--- src/rtl/cfgfw_pkg.sv ---
package cfgfw_pkg;
    typedef enum logic [1:0] {
        ST_HUNT = 2'd0,
        ST_LOAD = 2'd1,
        ST_PASS = 2'd2
    } fw_state_e;
endpackage

--- src/rtl/cfgfw_sync_hunter.sv ---
module cfgfw_sync_hunter #(
    parameter int              SYNC_W    = 32,
    parameter logic [SYNC_W-1:0] SYNC_WORD = 32'h5A3C_C3A5
) (
    input  logic clk,
    input  logic prog_n,
    input  logic din,
    input  logic hunt_en,
    output logic hit
);
    localparam int FILL_W = $clog2(SYNC_W + 1);

    typedef struct packed {
        logic [SYNC_W-1:0] win;
        logic [FILL_W-1:0] fill;
    } hunt_t;

    hunt_t hq, hd;
    logic [SYNC_W-1:0] win_next;

    always_comb begin
        win_next = {hq.win[SYNC_W-2:0], din};
        hd       = hq;
        hd.win   = win_next;
        if (hq.fill < FILL_W'(SYNC_W))
            hd.fill = hq.fill + 1'b1;
        if (!prog_n)
            hd = '0;
        hit = hunt_en && prog_n
              && (hq.fill >= FILL_W'(SYNC_W - 1))
              && (win_next == SYNC_WORD);
    end

    always_ff @(posedge clk) begin
        hq <= hd;
    end
endmodule

--- src/rtl/cfgfw_startup_gate.sv ---
module cfgfw_startup_gate (
    input  logic clk,
    input  logic prog_n,
    input  logic loaded,
    input  logic done_in,
    output logic pulse
);
    typedef struct packed {
        logic started;
        logic pulse;
    } gate_t;

    gate_t gq, gd;

    always_comb begin
        gd.pulse   = loaded && done_in && !gq.started;
        gd.started = gq.started | gd.pulse;
        if (!prog_n)
            gd = '0;
    end

    always_ff @(posedge clk) begin
        gq <= gd;
    end

    assign pulse = gq.pulse;
endmodule

--- src/rtl/cfg_chain_forwarder.sv ---
module cfg_chain_forwarder
    import cfgfw_pkg::*;
#(
    parameter int                SYNC_W     = 32,
    parameter logic [SYNC_W-1:0] SYNC_WORD  = 32'h5A3C_C3A5,
    parameter int                IMAGE_BITS = 64
) (
    input  logic clk,
    input  logic prog_n,
    input  logic din,
    input  logic done_in,
    output logic dout,
    output logic image_loaded,
    output logic startup
);
    localparam int CNT_W = $clog2(IMAGE_BITS + 1);

    typedef struct packed {
        fw_state_e        st;
        logic [CNT_W-1:0] cnt;
        logic             dout;
    } core_t;

    core_t cq, cd;
    logic  sync_hit;

    cfgfw_sync_hunter #(
        .SYNC_W    (SYNC_W),
        .SYNC_WORD (SYNC_WORD)
    ) u_hunt (
        .clk     (clk),
        .prog_n  (prog_n),
        .din     (din),
        .hunt_en (cq.st == ST_HUNT),
        .hit     (sync_hit)
    );

    always_comb begin
        cd      = cq;
        cd.dout = 1'b1;
        unique case (cq.st)
            ST_HUNT: begin
                if (sync_hit) begin
                    cd.st  = ST_LOAD;
                    cd.cnt = '0;
                end
            end
            ST_LOAD: begin
                cd.cnt = cq.cnt + 1'b1;
                if (cq.cnt == CNT_W'(IMAGE_BITS - 1))
                    cd.st = ST_PASS;
            end
            ST_PASS: begin
                cd.dout = din;
            end
            default: cd.st = ST_HUNT;
        endcase
        if (!prog_n) begin
            cd.st   = ST_HUNT;
            cd.cnt  = '0;
            cd.dout = 1'b1;
        end
    end

    always_ff @(posedge clk) begin
        cq <= cd;
    end

    assign dout         = cq.dout;
    assign image_loaded = (cq.st == ST_PASS);

    cfgfw_startup_gate u_gate (
        .clk     (clk),
        .prog_n  (prog_n),
        .loaded  (image_loaded),
        .done_in (done_in),
        .pulse   (startup)
    );
endmodule

--- config.mk ---
export PLATFORM = sky130hd
export DESIGN_NAME = cfg_chain_forwarder
export DESIGN_NICKNAME = d
export VERILOG_FILES = /design/src/rtl/cfgfw_pkg.sv /design/src/rtl/cfgfw_sync_hunter.sv /design/src/rtl/cfgfw_startup_gate.sv /design/src/rtl/cfg_chain_forwarder.sv
export SDC_FILE = /design/constraint.sdc
export NUM_CORES = 1
export LEC_CHECK = 0
export BUFFER_PORTS_ARGS = -buffer_cell sky130_fd_sc_hd__buf_2
export CORE_AREA = 8 8 78 80
export CTS_BUF_LIST = sky130_fd_sc_hd__clkbuf_4
export DETAILED_ROUTE_END_ITERATION = 7
export DIE_AREA = 0 0 86 88
export GPL_TIMING_DRIVEN = 1
export PLACE_DENSITY = 0.52
export SLEW_MARGIN = 20
export SYNTH_ARGS = -nofsm -noshare
export SYNTH_HDL_FRONTEND = slang
export SYNTH_HIERARCHICAL = 1
export SYNTH_SLANG_ARGS = --single-unit
--- constraint.sdc ---
create_clock -name clk -period 1.9 [get_ports clk]
set_clock_uncertainty 0.05 [all_clocks]
set_input_delay 0.38 -clock clk [delete_from_list [all_inputs] [get_ports clk]]
set_output_delay 0.38 -clock clk [all_outputs]
set_load 0.03 [all_outputs]
==> reports/qor.csv, run 1 <==
stage,metric,value,unit
sta,Period minus WS final,1.85,ns
routing,antenna-violating nets left,0,
worst_setup_path,critical path class,register to register,
yosys,Yosys reg bits,49,
worst_setup_path,FF-to-FF Start,u_hunt/hq[8],
sta,RSZ-0062 raised after global routing,yes,
sta,Slew headroom,66.5,%
yosys,Post-Syn Instances,160,
job,Max Cap Viol,0,
pwr,Static Leak,0.758,nW
yosys,Netlist cell types,42,
worst_setup_path,Critical Path RT,2.12,ns
die,die footprint,7570,um^2
die,core area,4910,um^2
die,Die W,86,um
die,Ports,7,
clocking,"Setup Fix Bufs, Post-CTS",0,
yosys,share of the synthesized area in the top cell type,56.0,%
worst_setup_path,CP max stage cell,or3b_4,
global_route,number of global-route vias before repair,1045,
worst_setup_path,critical path launch point type,register,
final_layout,area delta synth->final,13.8,%
clocking,CTS tree,built,
yosys,asr flop ratio synth,0,%
routing,DR vias,1094,
yosys,ys flop type,dfxtp_1,
sta,worst-margin pin slew,0.501,ns
yosys,cell taking the most area after synthesis,dfxtp_1,
global_route,pin count of the biggest net entering global routing,44,
global_route,gr usage total,7.98,%
routing,drt total wl,2.82,mm
sta,total negative slack,0,ns
routing,Pre-Repair DR Iteration Count,4,
final_layout,post-route cell area,1990,um^2
worst_setup_path,crit end category,register,
hold_path,Hold WC Path Type,input pin to register,
clocking,Inserted Clock Buffers,5,
placement,DP HPWL,1.96,mm
worst_setup_path,Worst Reg-to-Reg Cells,6,
worst_setup_path,r2r setup slk,0.05,ns
final_layout,share of post-route cells with drive strength above 1,19.5,%
final_layout,nets@finish,179,
pwr,Pwr per Cell Area,860,nW/um^2
worst_setup_path,"Max FO, Critical Path",2,
pwr,Max VDD drop,0.543,mV
yosys,yosys warns,6,
die,Initial Util,35.7,%
yosys,"count leader, synth",dfxtp_1,
routing,Starting DRT DRC Count,45,
clocking,# hold bufs at CTS,0,
die,Std-Cell Rows,26,
die,die height,88,um
yosys,most frequent cells after synthesis,"dfxtp_1 (49), and2_1 (34), nand2_1 (5), nor2b_1 (5)",
clocking,Max H-tree Level,2,
yosys,syn nets,166,
routing,Residual DRC,0,
worst_setup_path,cells along the critical path,nor4b_4 > nand4_1 > nor4_2 > or3b_4 > o211ai_1 > a21oi_1,
sta,Fmax achieved,542,MHz
yosys,register area share after synthesis,56.0,%
worst_setup_path,delay of the slowest critical-path stage,0.42,ns
hold_path,Hold Startpoint,prog_n,
placement,gpl congestion,0.752,
clocking,CTS Root Cell,clkbuf_4,
worst_setup_path,crit path DAT,2.07,ns
placement,Area after DPL,1880,um^2
worst_setup_path,CP Launch Point,u_hunt/hq[8],
global_route,initial antenna violation count,0,
worst_setup_path,Critical Path Sink,cq[4],
yosys,"EDFF count, synth",0,
clocking,Worst-Skew Late Latency,0.36,ns
yosys,Post-Syn Area per Cell,10.9,um^2
global_route,total congestion overflow,0,
sta,Final Setup Violations,0,
routing,routed via count divided by cell count,4.48,
routing,Avg WL per Cell,11.5,um
final_layout,antenna fix cells,0,
yosys,Post-Syn Area,1750,um^2
sta,final-report hold violation count,0,
sta,period utilisation layout,97.2,%
placement,I/O Buffers,6,
worst_setup_path,r2r endpoint,cq[4],
status,status,completed,
yosys,Synth area leaders,"dfxtp_1 (56%), and2_1 (12%), mux2i_1 (2.3%), xnor2_1 (2.0%), nor2b_1 (1.8%)",
global_route,global-route wire length before repair,4.71,mm
clocking,Sink Count,49,
clocking,"Reg clk slew, reported paths",0.15,ns
clocking,CTS max path bufs,2,
sta,"Slew Viols, Final",0,
layout by cell type, fill, tap and decap left out, types with 2 or more instances in the layout:
| cell | Yosys | final |
|---|---|---|
| dfxtp_1 | 49 | 47 |
| clkbuf_4 | 0 | 5 |
| o211ai_1 | 2 | 2 |
| nand2b_1 | 2 | 2 |
| nor2b_1 | 5 | 5 |
| ha_1 | 2 | 2 |
| nand3_1 | 4 | 4 |
| a31oi_1 | 2 | 2 |
| and2_1 | 34 | 34 |
| buf_2 | 4 | 5 |
| buf_4 | 1 | 5 |
| nor2_1 | 4 | 4 |
| a21oi_1 | 4 | 4 |
| nand4_1 | 2 | 2 |
| nor3_1 | 2 | 2 |
| nand2_1 | 5 | 5 |
| dfxtp_2 | 0 | 2 |
| xnor2_1 | 4 | 4 |
| nand4b_1 | 2 | 2 |
| mux2i_1 | 4 | 4 |
| inv_1 | 2 | 2 |
| o21ai_0 | 2 | 2 |
| and4b_1 | 2 | 2 |
state kept, by name, summed over array words and instances, names as in the netlist:
register	count
cq	9
dout	1
u_gate/gq	1
u_gate/pulse	1
u_hunt/hq	37
final cells by class:
| cell class | count | area [um^2] |
|---|---|---|
| multi-input combinational | 104 | 753 |
| clock inverter | 3 | 50.0 |
| sequential | 49 | 983 |
| clock buffer | 5 | 37.5 |
| inverter | 2 | 7.51 |
| fill | 498 | 2920 |
| tap | 70 | 87.6 |
| timing repair buffer | 11 | 73.8 |
critical path, delay by kind of cell, from the launching register on:
kind | cells | cell delay, ns
flip-flops | 1 | 0.36
AND/OR/NAND/NOR | 4 | 1.16
AO/OA/AOI/OAI | 2 | 0.18
logic make-up after synthesis:
| logic type | count (synthesis) | synth area share [%] |
|---|---|---|
| xor+xnor | 4 | 2.00 |
| mux | 4 | 2.29 |
| compound gates | 14 | 5.07 |
| fa+ha+maj | 2 | 1.43 |
| flops | 49 | 56.0 |
| simple gates | 80 | 31.2 |
| buf+inv | 7 | 2.00 |
metrics by stage:
stage / util, % / hold slack (ns) / power, mW / cells / setup WS, ns
finish: 40.6 / 0.205 / 1.71 / 244 / 0.0535
global route: 40.6 / 0.177 / 1.79 / 244 / -0.0474
CTS: 40.2 / 0.184 / 1.74 / 244 / 0.00699
detailed placement: 38.3 / 0.391 / 1.11 / 236 / -0.0833
global placement: 38.3 / 0.389 / 1.11 / 236 / -0.0240
floorplan: - / 0.376 / 1.09 / 160 / 0.0279
how the worst min path moves through the flow:
stage / slack, ns / depth (start not counted) / to
after global placement: 0.39 / 1 / u_hunt/hq[25]
after CTS: 0.18 / 2 / u_hunt/hq[8]
after floorplan: 0.38 / 1 / u_hunt/hq[33]
after global routing: 0.18 / 2 / u_hunt/hq[8]
after detailed placement: 0.39 / 1 / u_hunt/hq[25]
final: 0.21 / 2 / u_hunt/hq[8]
what timing repair did:
action | CTS | global route
pin swaps | 3 | 3
gates resized for setup | 2 | 6
setup endpoints to repair | 2 | 5
power by group:
| group | switching [mW] | internal, mW |
|---|---|---|
| sequential | 0.00839 | 1.04 |
| clock | 0.337 | 0.289 |
| combinational | 0.0216 | 0.0213 |
| total | 0.367 | 1.35 |
per-layer routing:
layer | up-vias | part of all wire [%] | GRT usage, %
met4 | 0 | 1.4 | 4.30
met5 | - | 0 | 0
met1 | 507 | 51 | 10.2
met2 | 7 | 45 | 11.4
met3 | 5 | 2.6 | 2.81
li1 | 575 | - | -
No activity file was read; power rests on OpenSTA's default activity.
==> inputs of run 2 (changes only) <==
--- a/config.mk
+++ b/config.mk
@@ -10,8 +10,10 @@
 export CTS_BUF_LIST = sky130_fd_sc_hd__clkbuf_4
 export DETAILED_ROUTE_END_ITERATION = 7
 export DIE_AREA = 0 0 86 88
+export GPL_ROUTABILITY_DRIVEN = 0
 export GPL_TIMING_DRIVEN = 1
 export PLACE_DENSITY = 0.52
+export REMOVE_ABC_BUFFERS = 1
 export SLEW_MARGIN = 20
 export SYNTH_ARGS = -nofsm -noshare
 export SYNTH_HDL_FRONTEND = slang
==> run 2 against run 1 <==
- die area stayed put
- clock power is 26% lower
- fmax is 2.8% higher
- setup slack better by 0.050 ns
==> reports/qor.csv, run 2 (synthesized netlist as in run 1, its figures left out) <==
stage,metric,value,unit,change
status,status,completed,,
worst_setup_path,Worst Reg-to-Reg Cells,6,,unchanged
pwr,switch share,22.7,%,+1.3 points
sta,Final Setup Violations,0,,unchanged
die,Std-Cell Rows,26,,unchanged
final_layout,max FFs per register,37,,unchanged
routing,Starting DRT DRC Count,45,,unchanged
die,Initial Util,35.7,%,unchanged
global_route,number of global-route vias before repair,1073,,+2.7%
worst_setup_path,delay of the slowest critical-path stage,0.41,ns,about the same
routing,Avg WL per Cell,12.0,um,+4.3%
final_layout,Fillers,491,,-1.4%
worst_setup_path,"Max FO, Critical Path",2,,unchanged
final_layout,biggest regs,"u_hunt/hq: 37 flops, cq: 9 flops",,
routing,Pre-Repair DR Iteration Count,4,,unchanged
worst_setup_path,crit end category,register,,
pwr,switching power total,0.351,mW,-4.4%
final_layout,Sequential Area,982,um^2,-0.13%
placement,DP HPWL,2.05,mm,+4.7%
global_route,gr usage total,8.44,%,+0.46 points
final_layout,fin util,40.0,%,-0.56 points
sta,period utilisation layout,94.6,%,-2.6 points
routing,Residual DRC,0,,unchanged
sta,Slew headroom,78.5,%,+12 points
clocking,# hold bufs at CTS,0,,unchanged
die,core area,4910,um^2,unchanged
final_layout,area delta synth->final,12.2,%,
worst_setup_path,critical path class,register to register,,
worst_setup_path,r2r setup slk,0.10,ns,+0.05 ns
die,die height,88,um,unchanged
clocking,CTS tree,built,,
final_layout,nets@finish,180,,+0.56%
global_route,pin count of the biggest net entering global routing,44,,unchanged
clocking,Worst-Skew Late Latency,0.36,ns,about the same
pwr,Pwr per Cell Area,787,nW/um^2,-8.5%
worst_setup_path,cells along the critical path,and4bb_2 > nand4_1 > nor4_2 > or3b_4 > o211ai_1 > a21oi_1,,
worst_setup_path,crit path DAT,2.00,ns,-0.07 ns
clocking,"Reg clk slew, reported paths",0.14,ns,about the same
sta,"Slew Viols, Final",0,,unchanged
global_route,initial antenna violation count,0,,unchanged
final_layout,share of post-route cells with drive strength above 1,20.7,%,+1.1 points
die,Ports,7,,unchanged
worst_setup_path,Critical Path RT,2.10,ns,-0.02 ns
routing,drt total wl,2.94,mm,+4.3%
final_layout,most frequent cells in the layout,"dfxtp_1 (48), and2_1 (34), buf_4 (6)",,
sta,worst-margin pin slew,0.323,ns,-0.178 ns
clocking,Max H-tree Level,2,,unchanged
job,Max Cap Viol,0,,unchanged
pwr,clock share of power,29.8,%,-6.7 points
pwr,fraction of power consumed by sequential logic,67.6,%,+6.6 points
sta,Period minus WS final,1.80,ns,-0.0500 ns
pwr,Static Leak,0.735,nW,-2.9%
hold_path,hold depth,2,,unchanged
hold_path,Hold WC Path Type,input pin to register,,
final_layout,antenna fix cells,0,,unchanged
sta,Fmax achieved,557,MHz,+2.8%
global_route,total congestion overflow,0,,unchanged
final_layout,multi-input logic area,753,um^2,unchanged
worst_setup_path,critical path launch point type,register,,
routing,routed via count divided by cell count,4.60,,+2.6%
clocking,CTS Root Cell,clkbuf_4,,
global_route,global-route wire length before repair,5.03,mm,+6.7%
pwr,P_int,1.20,mW,-11%
sta,final-report hold violation count,0,,unchanged
sta,RSZ-0062 raised after global routing,no,,
die,die footprint,7570,um^2,unchanged
clocking,CTS max path bufs,2,,unchanged
pwr,Max VDD drop,0.446,mV,-18%
final_layout,"Most flops, register",u_hunt/hq,,
clocking,Inserted Clock Buffers,5,,unchanged
worst_setup_path,CP max stage cell,or3b_4,,
pwr,part of the power in combinational logic,2.6,%,about the same
routing,antenna-violating nets left,0,,unchanged
die,Die W,86,um,unchanged
sta,total negative slack,0,ns,unchanged
clocking,Sink Count,49,,unchanged
placement,I/O Buffers,6,,unchanged
routing,DR vias,1122,,+2.6%
final_layout,"commonest non-fill, non-tap cell in the layout",dfxtp_1,,
[run 2: cell types whose count changed in the layout (fill, tap and decap cells not counted), sizes merged]
| cell | delta |
|---|---|
| buf | +1 |
| clkinvlp | +1 |
| bufinv | -1 |
| inv | -1 |
[run 2: worst paths after layout]
check | startpoint | end
worst max-delay path | u_hunt/hq[22] | cq[4]
worst max register to register | u_hunt/hq[22] | cq[4]
worst min-delay path | din | dout
worst min register to register | u_hunt/hq[35] | u_hunt/hq[36]
[run 2: cell type report]
cell class | count | share of cell area (%)
Clock buffer | 5 | 1.91
Clock inverter | 2 | 0.827
Inverter | 2 | 0.382
Multi-Input combinational cell | 104 | 38.3
Sequential cell | 49 | 50.0
Tap cell | 70 | 4.46
Timing Repair Buffer | 12 | 4.14
[run 2: through the flow]
stage / worst slack (ns) / power, mW / hold slack, ns / area, um^2 / std cells
6_report: 0.103 / 1.55 / 0.184 / 1970 / 244
5_1_grt: 0.00202 / 1.62 / 0.162 / 1970 / 244
3_3_place_gp: -0.0314 / 1.11 / 0.390 / 1870 / 235
3_5_place_dp: -0.101 / 1.11 / 0.393 / 1870 / 235
4_1_cts: 0.0159 / 1.57 / 0.163 / 1950 / 243
2_1_floorplan: 0.0605 / 1.09 / 0.376 / 1720 / 155
[run 2: critical path, delay by kind of cell, from the launching register on]
kind	cells	cell delay (ns)
AND/OR/NAND/NOR	4	1.12
flip-flops	1	0.34
AO/OA/AOI/OAI	2	0.19
[run 2: routing by layer]
layer,global-route usage (%),wire length (um),vias up
li1,-,-,574
met1,10.4,1500,528
met5,0,0,-
met4,4.30,48,0
met2,12.7,1300,12
met3,2.91,91,8
[run 2: timing repair]
item	CTS	global route
resized for setup	3	6
setup endpoints to repair	2	9
buffers inserted	1	1
pin swaps	2	2
[run 2: power groups by stage]
| stage | sequential, mW | combinational, mW | clock, mW |
|---|---|---|---|
| 2_1_floorplan | 1.07 | 0.0200 | 0 |
| 3_3_place_gp | 1.07 | 0.0388 | 0 |
| 3_5_place_dp | 1.07 | 0.0410 | 0 |
| 4_1_cts | 1.04 | 0.0417 | 0.483 |
| 5_1_grt | 1.05 | 0.0460 | 0.526 |
| 6_report | 1.04 | 0.0403 | 0.461 |
